$ cat src/rtl/cwb_pkg.sv
package cwb_pkg;

  // Default control word for one preset/word pair: mixed product of an index and a multiplier.
  function automatic logic [31:0] preset_word(input logic [31:0] preset,
                                              input logic [31:0] idx,
                                              input logic [31:0] n_words,
                                              input logic [31:0] mult,
                                              input logic [31:0] mix);
    logic [31:0] key;
    key = preset * n_words + idx + 32'd1;
    return (key * mult) ^ mix;
  endfunction

  // Target word index carried in the leading bits of a frame.
  function automatic logic [1:0] frame_addr(input logic [23:0] frame);
    return frame[23:22];
  endfunction

endpackage

$ cat src/rtl/cwb_sync.sv
module cwb_sync #(
  parameter int W      = 3,
  parameter int STAGES = 2
) (
  input  logic         clk,
  input  logic         rst_n,
  input  logic [W-1:0] d_async,
  output logic [W-1:0] d_sync
);

  logic [W-1:0] stage_q [STAGES];

  generate
    for (genvar s = 0; s < STAGES; s++) begin : g_stage
      always_ff @(posedge clk) begin
        if (!rst_n) stage_q[s] <= '0;
        else if (s == 0) stage_q[s] <= d_async;
        else stage_q[s] <= stage_q[(s == 0) ? 0 : s-1];
      end
    end
  endgenerate

  assign d_sync = stage_q[STAGES-1];

endmodule

$ cat src/rtl/cwb_frontend.sv
module cwb_frontend #(
  parameter int FRAME_W = 24
) (
  input  logic               clk,
  input  logic               rst_n,
  input  logic               sclk_s,
  input  logic               sdat_s,
  input  logic               sen_s,
  output logic [FRAME_W-1:0] frame_q,
  output logic               commit
);

  logic sclk_prev, sen_prev;
  logic sclk_rise, sen_rise;

  assign sclk_rise = sclk_s & ~sclk_prev;
  assign sen_rise  = sen_s & ~sen_prev;
  assign commit    = sen_rise;

  always_ff @(posedge clk) begin
    if (!rst_n) begin
      sclk_prev <= 1'b0;
      sen_prev  <= 1'b0;
      frame_q   <= '0;
    end else begin
      sclk_prev <= sclk_s;
      sen_prev  <= sen_s;
      if (sclk_rise) frame_q <= {frame_q[FRAME_W-2:0], sdat_s};
    end
  end

  // a bit clock edge shifts the sampled data bit in at the low end
  a_r1_shift_in: assert property (@(posedge clk) disable iff (!rst_n)
    sclk_rise |=> frame_q == {$past(frame_q[FRAME_W-2:0]), $past(sdat_s)});

  // without a bit clock edge the frame register keeps its contents
  a_r4_frame_hold: assert property (@(posedge clk) disable iff (!rst_n)
    !sclk_rise |=> $stable(frame_q));

endmodule

$ cat src/rtl/cwb_bank.sv
module cwb_bank #(
  parameter int          DATA_W    = 22,
  parameter int          ADDR_W    = 2,
  parameter int          PRESET_W  = 2,
  parameter logic [31:0] DEF_MULT  = 32'h9E37,
  parameter logic [31:0] DEF_MIX   = 32'h155555,
  localparam int         NUM_WORDS = 1 << ADDR_W
) (
  input  logic                clk,
  input  logic                rst_n,
  input  logic [PRESET_W-1:0] chan_sel,
  input  logic                commit,
  input  logic [ADDR_W-1:0]   wr_addr,
  input  logic [DATA_W-1:0]   wr_data,
  output logic [DATA_W-1:0]   words [NUM_WORDS]
);

  logic [NUM_WORDS-1:0] wr_en;

  generate
    for (genvar i = 0; i < NUM_WORDS; i++) begin : g_word
      logic [31:0] dflt;
      assign wr_en[i] = commit && (wr_addr == ADDR_W'(i));
      assign dflt = cwb_pkg::preset_word(32'(chan_sel), 32'(i), 32'(NUM_WORDS),
                                         DEF_MULT, DEF_MIX);

      always_ff @(posedge clk) begin
        if (!rst_n)        words[i] <= dflt[DATA_W-1:0];
        else if (wr_en[i]) words[i] <= wr_data;
      end

      // the addressed word takes the frame data one clock after commit
      a_r2_load: assert property (@(posedge clk) disable iff (!rst_n)
        wr_en[i] |=> words[i] == $past(wr_data));

      // a word that is not addressed keeps its value
      a_r5_hold: assert property (@(posedge clk) disable iff (!rst_n)
        !wr_en[i] |=> $stable(words[i]));
    end
  endgenerate

  // a word can only change when the front end signals a commit
  a_r3_commit_gate: assert property (@(posedge clk) disable iff (!rst_n)
    !commit |=> $stable(words[0]) && $stable(words[NUM_WORDS-1]));

endmodule

$ cat src/rtl/ctl_word_bank.sv
module ctl_word_bank #(
  parameter int          DATA_W      = 22,
  parameter int          SYNC_STAGES = 2,
  parameter int          PRESET_W    = 2,
  parameter logic [31:0] DEF_MULT    = 32'h9E37,
  parameter logic [31:0] DEF_MIX     = 32'h155555
) (
  input  logic                clk,
  input  logic                rst_n,
  input  logic [PRESET_W-1:0] chan_sel,
  input  logic                ser_clk,
  input  logic                ser_dat,
  input  logic                ser_en,
  output logic [DATA_W-1:0]   word_a,
  output logic [DATA_W-1:0]   word_b,
  output logic [DATA_W-1:0]   word_c,
  output logic [DATA_W-1:0]   word_d
);

  localparam int ADDR_W    = 2;
  localparam int NUM_WORDS = 1 << ADDR_W;
  localparam int FRAME_W   = DATA_W + ADDR_W;

  logic [2:0]          pins_sync;
  logic [FRAME_W-1:0]  frame_q;
  logic                commit;
  logic [DATA_W-1:0]   words [NUM_WORDS];

  cwb_sync #(.W(3), .STAGES(SYNC_STAGES)) sync_i (
    .clk     (clk),
    .rst_n   (rst_n),
    .d_async ({ser_en, ser_dat, ser_clk}),
    .d_sync  (pins_sync)
  );

  cwb_frontend #(.FRAME_W(FRAME_W)) front_i (
    .clk     (clk),
    .rst_n   (rst_n),
    .sclk_s  (pins_sync[0]),
    .sdat_s  (pins_sync[1]),
    .sen_s   (pins_sync[2]),
    .frame_q (frame_q),
    .commit  (commit)
  );

  cwb_bank #(
    .DATA_W   (DATA_W),
    .ADDR_W   (ADDR_W),
    .PRESET_W (PRESET_W),
    .DEF_MULT (DEF_MULT),
    .DEF_MIX  (DEF_MIX)
  ) bank_i (
    .clk      (clk),
    .rst_n    (rst_n),
    .chan_sel (chan_sel),
    .commit   (commit),
    .wr_addr  (frame_q[FRAME_W-1 -: ADDR_W]),
    .wr_data  (frame_q[DATA_W-1:0]),
    .words    (words)
  );

  assign word_a = words[0];
  assign word_b = words[1];
  assign word_c = words[2];
  assign word_d = words[3];

  // a commit needs the enable pin to have been high after being low
  a_r3_commit_needs_en: assert property (@(posedge clk) disable iff (!rst_n)
    commit |-> $past(ser_en, SYNC_STAGES));

endmodule

$ cat config.mk
export PLATFORM = sky130hd
export DESIGN_NAME = ctl_word_bank
export DESIGN_NICKNAME = d
export VERILOG_FILES = /design/src/rtl/cwb_pkg.sv /design/src/rtl/cwb_sync.sv /design/src/rtl/cwb_frontend.sv /design/src/rtl/cwb_bank.sv /design/src/rtl/ctl_word_bank.sv
export SDC_FILE = /design/constraint.sdc
export NUM_CORES = 1
export LEC_CHECK = 0
export CAP_MARGIN = 20
export CORE_MARGIN = 10
export CORE_UTILIZATION = 45
export CTS_CLUSTER_SIZE = 10
export DETAILED_ROUTE_END_ITERATION = 8
export DONT_BUFFER_PORTS = 1
export GPL_TIMING_DRIVEN = 0
export PLACE_DENSITY = 0.72
export SLEW_MARGIN = 20
export SYNTH_ARGS = -nofsm -noshare
export SYNTH_HDL_FRONTEND = slang
export SYNTH_SLANG_ARGS = --single-unit
$ cat constraint.sdc
create_clock -name clk -period 5.6 [get_ports clk]
set_clock_uncertainty 0.05 [all_clocks]
set_input_delay 0.84 -clock clk [delete_from_list [all_inputs] [get_ports clk]]
set_output_delay 0.84 -clock clk [all_outputs]
set_load 0.03 [all_outputs]
==> reports/metrics.cfg <==
[grt]
antenna_found_initial = 0
grt_usage_pct = 19.6
grt_pass1_vias = 4318
grt_max_degree = 23
grt_first_pass_wirelength_um = 26900
overflow = 0

[place]
dp_hpwl_um = 13200
pre_cts_slack_ns = 0.783
placed_cell_area_mm2 = 0.00622
io_buffers = 0
gp_congestion = 0.916

[synth]
synth-compound-area-share_pct = 12.3
avgSynthCellArea_um2 = 10.9
syn_inst = 540
yosysSeqAreaShare_pct = 55.7
ys_warn_count = 0
synth_xor_area_share_pct = 4.41
synthAdderAreaFrac_pct = 10.6
synth_top_family_by_area = compound AO/OA/AOI/OAI gates
yosysUniqueCellTypes = 55
async_flop_share_pct = 0
ys_seq_elements = 120
yosys.area_share.simple_pct = 11.9
synth-edff-count = 88
synthesis.area_mm2 = 0.00590
ys.flop_type = edfxtp_1
synth.area.mux_share_pct = 1.25

[cts]
clock-sinks = 120
clkTransAtPathRegs_ns = 0.06
cts_made_buffers = 17
cts_buffer_depth = 2
clk_latency_ns = 0.42
post_cts_resized = 0
clock-root-buffer = clkbuf_16
post_cts_buffers = 0
cts_hold_buf = 0
htreeDepth = 4
cts_tree = built

[die]
fp.dieH_um = 134
num_rows = 41
initial_core_util_pct = 46.3
top_level_ports = 95
die_w_um = 134
core_area_mm2 = 0.0127
die_area_mm2 = 0.0181

[pwr]
cellLeakagePower_nw = 2.73
p_total_w = 0.00258
vdd_drop_max_v = 0.000236
power_density_mw_per_mm2 = 377

[worst_setup_path]
worstSetupPathType = input pin to flip-flop
cp_num_buf_inv = 4
critPathRequiredTime_ns = 5.67
cpMostUsedCell = ha_1
max_stage_delay_ns = 0.53
end_kind = flip-flop
crit_chain = buf_2, inv_1, ha_1, buf_2, nand2_1, inv_1, ha_1, ha_1, ha_1, ha_1, a2111oi_0, o31ai_1, a31oi_1, xnor2_1, a31oi_1
cp.arrival_ns = 4.53
cp_max_fo = 10
crit_family = adder cells
crit_slowest_cell = ha_1
cp-start-kind = input pin

[cells_and_area]
final_cell_area_mm2 = 0.00685
syn_to_final_growth_pct = 16.1
num_antenna_cells = 0
drive_gt1_share_pct = 9.74
nets = 628

[timing]
hold_violations = 0
fmax_mhz = 224
setup_viol = 0
rsz0062_at_grt = no
worst_pin_slew_ns = 0.796
period_minus_slack_ns = 4.45
fin_tns_setup_ns = 0
slew_viol_final = 0
worst_slew_margin_rel_pct = 46.7
fin_crit_sh_pct = 79.5
setup_slack_ns = 1.15

[detailed_routing]
via_per_inst = 5.70
vias = 4315
drt_iter0_markers = 663
dr.pass1.iters = 5
drt_wl_total_um = 17500
drc_errors = 0
antenna_left = 0
wl_per_cell_um = 23.2

[hold_path]
hold_class = flip-flop to flip-flop

[status]
outcome = completed

[job]
drv_cap = 0

## metrics by stage
stage / std cells / util [%] / hold slack (ns)
2_1_floorplan: 544 / - / 0.362
3_3_place_gp: 716 / 48.2 / 0.371
3_5_place_dp: 725 / 48.9 / 0.373
4_1_cts: 757 / 53.8 / 0.383
5_1_grt: 757 / 53.8 / 0.399
6_report: 757 / 53.8 / 0.380
## cell usage in the layout, fill, tap and decap left out, drive strengths merged, types with 5 or more instances in the layout
| master | synthesis | layout |
|---|---|---|
| a21oi | 42 | 42 |
| a31oi | 9 | 9 |
| and2 | 11 | 11 |
| buf | 10 | 19 |
| clkbuf | 16 | 33 |
| conb | 1 | 5 |
| dfxtp | 32 | 32 |
| edfxtp | 88 | 88 |
| ha | 49 | 49 |
| inv | 31 | 41 |
| nand2 | 76 | 76 |
| nand2b | 7 | 7 |
| nand3 | 5 | 5 |
| nor2 | 39 | 39 |
| nor2b | 5 | 5 |
| o21ai | 31 | 31 |
| xnor2 | 22 | 22 |
| xor2 | 6 | 6 |
## routing by layer
metal	part of all wire (%)	GRT usage (%)	up-vias
met4	2.2	6.47	0
met3	9.3	4.82	36
met2	47	31.3	221
met1	41	25.6	2070
met5	0	0	-
li1	-	-	1988
## synthesized netlist by cell type, types with 4 or more instances
| cell type | instances | area share [%] |
|---|---|---|
| nand2_1 | 76 | 4.8 |
| xor2_1 | 5 | 0.74 |
| nor3_1 | 4 | 0.34 |
| edfxtp_1 | 88 | 45 |
| o21ai_0 | 28 | 2.4 |
| a21oi_1 | 42 | 3.6 |
| inv_1 | 31 | 2.0 |
| buf_2 | 5 | 0.42 |
| nor2b_1 | 5 | 0.53 |
| a31oi_1 | 9 | 0.95 |
| buf_1 | 5 | 0.32 |
| o31ai_1 | 4 | 0.51 |
| and2_1 | 11 | 1.2 |
| nand2b_1 | 7 | 0.74 |
| dfxtp_1 | 32 | 11 |
| xnor2_1 | 21 | 3.1 |
| mux2i_1 | 4 | 0.68 |
| nand3_1 | 5 | 0.42 |
| clkbuf_1 | 16 | 1.0 |
| ha_1 | 49 | 10 |
| nor2_1 | 39 | 2.5 |
| nor4b_1 | 4 | 0.59 |
## layout make-up
type | instances | area (um^2)
flip-flops and latches | 120 | 3280
fillers | 1106 | 5880
well taps | 172 | 215
plain buffers | 26 | 104
repair buffers | 9 | 55.1
clock buffers | 17 | 425
multi-input cells | 366 | 2440
inverters | 32 | 120
clock inverters | 15 | 203
## final timing paths
kind                           to  cells after the start            startpoint  slack (ns)
max              bank_i.words[20]                     15           chan_sel[0]        1.15
min          sync_i.stage_q[1][1]                      1  sync_i.stage_q[0][1]        0.38
max reg2reg      bank_i.words[77]                      5   front_i.frame_q[23]        3.40
min reg2reg  sync_i.stage_q[1][1]                      1  sync_i.stage_q[0][1]        0.38
## kinds of logic after synthesis
group                      count (synthesis)
and+or+nand+nor                          157
buffers and inverters                     58
AOI/OAI and AO/OA                        119
xor gates and xnor gates                  28
other                                      1
muxes                                      7
DFF                                      120
adders and majority gates                 50
## sequential cells by signal, indices dropped and copies added (netlist names), named ones only
signal and cells:
bank_i.words 85, front_i.frame_q 24, sync_i.stage_q 6, front_i.sclk_prev 1, front_i.sen_prev 1
## report_power, final
part           total (W)  internal (W)  switching, W
clock network    0.00116      0.000720      0.000444
logic           0.000269     0.0000919      0.000177
registers        0.00115       0.00102      0.000124
total            0.00258       0.00184      0.000745
Power figures use the tool's default switching activity.
